[config.mk]
export PLATFORM = sky130hd
export DESIGN_NAME = mp_addr_filter
export DESIGN_NICKNAME = d
export VERILOG_FILES = /design/src/rtl/mpf_pkg.sv /design/src/rtl/mpf_match.sv /design/src/rtl/mpf_decide.sv /design/src/rtl/mpf_out_reg.sv /design/src/rtl/mp_addr_filter.sv
export SDC_FILE = /design/constraint.sdc
export NUM_CORES = 1
export LEC_CHECK = 0
export ABC_AREA = 1
export ABC_CLOCK_PERIOD_IN_PS = 1430
export BUFFER_PORTS_ARGS = -buffer_cell sky130_fd_sc_hd__buf_4
export CAP_MARGIN = 20
export CORE_UTILIZATION = 44
export CTS_BUF_LIST = sky130_fd_sc_hd__clkbuf_4
export DETAILED_ROUTE_END_ITERATION = 8
export PLACE_DENSITY_LB_ADDON = 0.2
export SLEW_MARGIN = 20
export SYNTH_ARGS = -nofsm -noshare
export SYNTH_HDL_FRONTEND = slang
export SYNTH_SLANG_ARGS = --single-unit
[constraint.sdc]
create_clock -name clk_i -period 1.43 [get_ports clk_i]
set_input_delay 0.0715 -clock clk_i [delete_from_list [all_inputs] [get_ports clk_i]]
set_output_delay 0.0715 -clock clk_i [all_outputs]
set_load 0.02 [all_outputs]
[src/rtl/mpf_pkg.sv]
package mpf_pkg;
  typedef enum logic [1:0] {
    MODE_ALL      = 2'b00,
    MODE_ADDR     = 2'b01,
    MODE_STICKY   = 2'b10,
    MODE_DATA_HIT = 2'b11
  } mp_mode_e;
endpackage

[src/rtl/mpf_match.sv]
module mpf_match #(
  parameter int unsigned DATA_W = 8
) (
  input  logic              clk_i,
  input  logic              rst_ni,
  input  logic              rx_valid_i,
  input  logic              rx_addr_i,
  input  logic              mp_en_i,
  input  logic [DATA_W-1:0] rx_byte_i,
  input  logic [DATA_W-1:0] cmp_addr_i,
  output logic              hit_o,
  output logic              match_q_o
);
  logic match_q;

  assign hit_o = (rx_byte_i == cmp_addr_i);

  // Only address bytes move the sticky state; mode is irrelevant here.
  always_ff @(posedge clk_i or negedge rst_ni) begin
    if (!rst_ni)                                match_q <= 1'b0;
    else if (rx_valid_i && rx_addr_i && mp_en_i) match_q <= hit_o;
  end

  assign match_q_o = match_q;
endmodule

[src/rtl/mpf_decide.sv]
module mpf_decide
  import mpf_pkg::*;
(
  input  logic     mp_en_i,
  input  mp_mode_e mode_i,
  input  logic     rx_addr_i,
  input  logic     hit_i,
  input  logic     match_q_i,
  output logic     pass_o
);
  always_comb begin
    if (!mp_en_i) begin
      pass_o = 1'b1;
    end else begin
      unique case (mode_i)
        MODE_ALL:      pass_o = 1'b1;
        MODE_ADDR:     pass_o = rx_addr_i;
        MODE_STICKY:   pass_o = rx_addr_i ? hit_i : match_q_i;
        MODE_DATA_HIT: pass_o = !rx_addr_i && match_q_i;
        default:       pass_o = 1'b0;
      endcase
    end
  end
endmodule

[src/rtl/mpf_out_reg.sv]
module mpf_out_reg #(
  parameter int unsigned DATA_W = 8
) (
  input  logic              clk_i,
  input  logic              rst_ni,
  input  logic              take_i,
  input  logic [DATA_W-1:0] byte_i,
  input  logic              addr_i,
  output logic              irq_o,
  output logic [DATA_W-1:0] byte_o,
  output logic              addr_o
);
  always_ff @(posedge clk_i or negedge rst_ni) begin
    if (!rst_ni) irq_o <= 1'b0;
    else         irq_o <= take_i;
  end

  always_ff @(posedge clk_i or negedge rst_ni) begin
    if (!rst_ni) begin
      byte_o <= '0;
      addr_o <= 1'b0;
    end else if (take_i) begin
      byte_o <= byte_i;
      addr_o <= addr_i;
    end
  end
endmodule

[src/rtl/mp_addr_filter.sv]
module mp_addr_filter
  import mpf_pkg::*;
#(
  parameter int unsigned DATA_W = 8
) (
  input  logic              clk_i,
  input  logic              rst_ni,
  input  logic              rx_valid_i,
  input  logic [DATA_W-1:0] rx_byte_i,
  input  logic              rx_addr_i,
  input  logic [DATA_W-1:0] cmp_addr_i,
  input  logic              mp_en_i,
  input  logic [1:0]        mp_mode_i,
  output logic              irq_o,
  output logic [DATA_W-1:0] byte_o,
  output logic              addr_flag_o
);
  logic hit, match_q, pass;

  mpf_match #(.DATA_W(DATA_W)) u_match (
    .clk_i      (clk_i),
    .rst_ni     (rst_ni),
    .rx_valid_i (rx_valid_i),
    .rx_addr_i  (rx_addr_i),
    .mp_en_i    (mp_en_i),
    .rx_byte_i  (rx_byte_i),
    .cmp_addr_i (cmp_addr_i),
    .hit_o      (hit),
    .match_q_o  (match_q)
  );

  mpf_decide u_decide (
    .mp_en_i   (mp_en_i),
    .mode_i    (mp_mode_e'(mp_mode_i)),
    .rx_addr_i (rx_addr_i),
    .hit_i     (hit),
    .match_q_i (match_q),
    .pass_o    (pass)
  );

  mpf_out_reg #(.DATA_W(DATA_W)) u_out (
    .clk_i  (clk_i),
    .rst_ni (rst_ni),
    .take_i (rx_valid_i && pass),
    .byte_i (rx_byte_i),
    .addr_i (rx_addr_i),
    .irq_o  (irq_o),
    .byte_o (byte_o),
    .addr_o (addr_flag_o)
  );
endmodule

==> out/summary.json <==
{
  "antenna-diode-count": 0,
  "worst_supply_voltage_drop_on_vdd_v": 0.000643,
  "placed_wire_length_estimate_after_detailed_placement_um": 1160,
  "setup.worst_path.end": "u_out.byte_o[1]$_DFFE_PN0P_",
  "hold_path_startpoint": "rx_byte_i[5]",
  "utilization": 0.741,
  "finalPower_w": 0.000909,
  "yosysSeqAreaShare": 0.431,
  "tns_ns": 0,
  "final_routed_wirelength_across_all_metal_layers_um": 1690,
  "synth_top_family_by_area": "simple AND/OR/NAND/NOR gates",
  "cts.sinks": 11,
  "post-route-period-util": 0.887,
  "worst-r2r-cell-count": 6,
  "average_cell_area_after_synthesis_um2": 7.80,
  "clock_tree.htree_level_count": 1,
  "postCtsSetupBuffers": 0,
  "worstSetupStartpointType": "input port",
  "place.port_buffers": 32,
  "hold_violations": 3,
  "rows": 13,
  "critical_path.max_stage_delay_ns": 0.57,
  "initial_core_util": 0.479,
  "layout.cells.most_common_list": "nand2_1 (33), buf_4 (31), dfrtp_1 (11)",
  "fillers": 114,
  "die_w_um": 40.1,
  "synth.lib_cells_used.distinct": 14,
  "clk_pin_slew_ns": 0.09,
  "syn-instance-count": 82,
  "fin_skew_ns": 0.0148,
  "minimum_hold_slack_ns": -0.00695,
  "synth_seq_cells": 11,
  "synthesized_area_fraction_occupied_by_ao_oa_aoi_and_oai_cells": 0.0196,
  "die_area_mm2": 0.00161,
  "detail_route.wl_per_cell_um": 12.4,
  "cts_buffers": 3,
  "first_global_vias": 510,
  "ant_nets": 0,
  "drt-met1-wl_um": 673,
  "io-pin-count": 33,
  "met3_wirelength_um": 101,
  "synthSimpleGateAreaFrac": 0.436,
  "routed-wl-met2_um": 878,
  "final-setup-viol-count": 0,
  "cp_slowest_cell": "dlygate4sd3_1",
  "cts_max_path_bufs": 2,
  "upper_clock_frequency_limit_ghz": 0.788,
  "maximum_number_of_pins_on_one_net_before_global_route_repair": 12,
  "drtPass1Iterations": 4,
  "worst_slew_pin_slew_ns": 0.276,
  "power_density_mw_per_mm2": 919,
  "cp-end-kind": "flop",
  "overall_routing_resource_usage": 0.222,
  "timing.critical_path.buf_inv": 2,
  "drv_cap": 0,
  "synthesis.area_um2": 639,
  "clk_latency_ns": 0.30,
  "dr_total_vias": 669,
  "rrSetupSlack_ns": 0.32,
  "drive_gt1_frac": 0.405,
  "critPathMostFrequentCell": "nand2_1",
  "core_mm2": 0.00133,
  "cp.arrival_ns": 1.49,
  "critical_path_peak_fanout": 6,
  "dpl_worst_slack_ns": 0.290,
  "layout_commonest_cell": "nand2_1",
  "layout-area-overhead-vs-synth_pct": 54.6,
  "route.top_layer_used": "met4",
  "globalRoute.totalOverflow": 0,
  "layout_min_cycle_time_ns": 1.27,
  "grt_first_pass_wirelength_um": 2220,
  "yosys.area_share.adder": 0,
  "final_net_count": 145,
  "path_class": "in -> reg",
  "crit-reg2reg-launch": "u_match.match_q_o$_DFFE_PN0P_",
  "yosys_warnings": 0,
  "synthMuxAreaShare": 0,
  "critPathLaunch": "rx_byte_i[0]",
  "yosys.area_share.xor_xnor": 0.0548,
  "worst_r2r_endpoint": "u_out.byte_o[1]$_DFFE_PN0P_",
  "cpLargestDelayFamily": "simple AND/OR/NAND/NOR gates",
  "path_depth": 12,
  "hp-class": "in -> reg",
  "drt_iter0_drcs": 8,
  "finalWeightedCongestion": 0.729,
  "ctsRootBufferMaster": "clkbuf_4",
  "die_boundary_height_um": 40.1,
  "vias_per_cell": 4.92,
  "postSynthNetCount": 105,
  "cts_tree": "yes",
  "violations": "negative hold slack",
  "grt_antenna_before_repair": 0,
  "worst_slack_ns": 0.161,
  "result_of_the_run": "complete, but fails checks",
  "power.leakage_nw": 0.546,
  "route.detailed.drc": 0,
  "slew_headroom": 0.816,
  "timing.final.max_slew_violations": 0,
  "grt_setup_unrepaired": "no",
  "timing.critical_path.cells": "dlygate4sd3_1, inv_1, nand2_1, nand2_2, nand2_2, nor2_4, nand3_2, nand2_4, nand2_8, nand2_8, nand2_1, nand2_1",
  "worst-endpoint-required_ns": 1.65
}
[cells in the mapped netlist (all sizes together)]
cell	n	area [µm²]
nand3	10	55.1
xnor2	4	35.0
nand3b	1	7.51
o21ai	1	5.00
nand2	42	199
nor2	2	17.5
inv	10	37.5
o211ai	1	7.51
dfrtp	11	275
[worst reg2reg max path, stage by stage, from the launching register on]
cell      delay (ns)
dfrtp_1         0.38
nand3b_1        0.08
o211ai_1        0.13
nand2_4         0.21
nand2_8         0.08
nand2_1         0.06
nand2_1         0.05
[stage by stage]
step,cell area [µm²],instances,hold WS [ns]
floorplan,639,82,-0.224
global placement,898,129,-0.0904
detailed placement,898,129,-0.0869
CTS,946,135,0.000488
global route,988,136,0.00971
finish,988,136,-0.00695
[how the worst min path moves through the flow]
stage | end | slack (ns) | cells after the start
final | u_out.byte_o[5]$_DFFE_PN0P_ | -0.007 | 3
after floorplan | u_match.match_q_o$_DFFE_PN0P_ | -0.22 | 0
after detailed placement | u_out.byte_o[7]$_DFFE_PN0P_ | -0.09 | 1
after CTS | u_out.byte_o[3]$_DFFE_PN0P_ | 0.0005 | 3
after global placement | u_out.byte_o[7]$_DFFE_PN0P_ | -0.09 | 1
after global routing | u_out.byte_o[5]$_DFFE_PN0P_ | 0.01 | 3
[layout make-up]
cell class                 instances  area, µm²  area share
tap                               15       18.8      0.0190
clock buffer                       3       22.5      0.0228
inverter                          10       37.5      0.0380
multi-input combinational         63        377       0.381
timing repair buffer              33        253       0.256
clock inverter                     1       5.00     0.00506
sequential                        11        275       0.278
[registers in the layout, indices dropped and copies added (netlist names)]
name,count
u_out.addr_o,1
u_out.byte_o,8
u_match.match_q_o,1
u_out.irq_o,1
[kinds of logic (layout without fill, tap and decap cells)]
| logic type | Yosys count | after routing |
|---|---|---|
| AND/OR/NAND/NOR | 55 | 57 |
| buffers and inverters | 10 | 47 |
| XOR/XNOR | 4 | 4 |
| AO/OA/AOI/OAI | 2 | 2 |
| flip-flops | 11 | 11 |
[per-layer routing]
metal / GRT usage / vias up
li1: - / 335
met1: 0.271 / 307
met2: 0.331 / 23
met3: 0.0833 / 4
met4: 0.129 / 0
met5: 0 / -
[power breakdown]
part | internal [W] | switching, W | leakage (nW)
registers | 0.000349 | 0.0000236 | 0.136
clock network | 0.000104 | 0.000132 | 0.0177
logic | 0.000137 | 0.000164 | 0.391
[what timing repair did]
| action | in CTS | in global routing |
|---|---|---|
| hold buffers | 2 | 0 |
| hold endpoints to repair | 12 | 0 |
| setup endpoints to repair | 0 | 9 |
| resized for setup | 0 | 5 |
(Power assumes the default switching activity.)
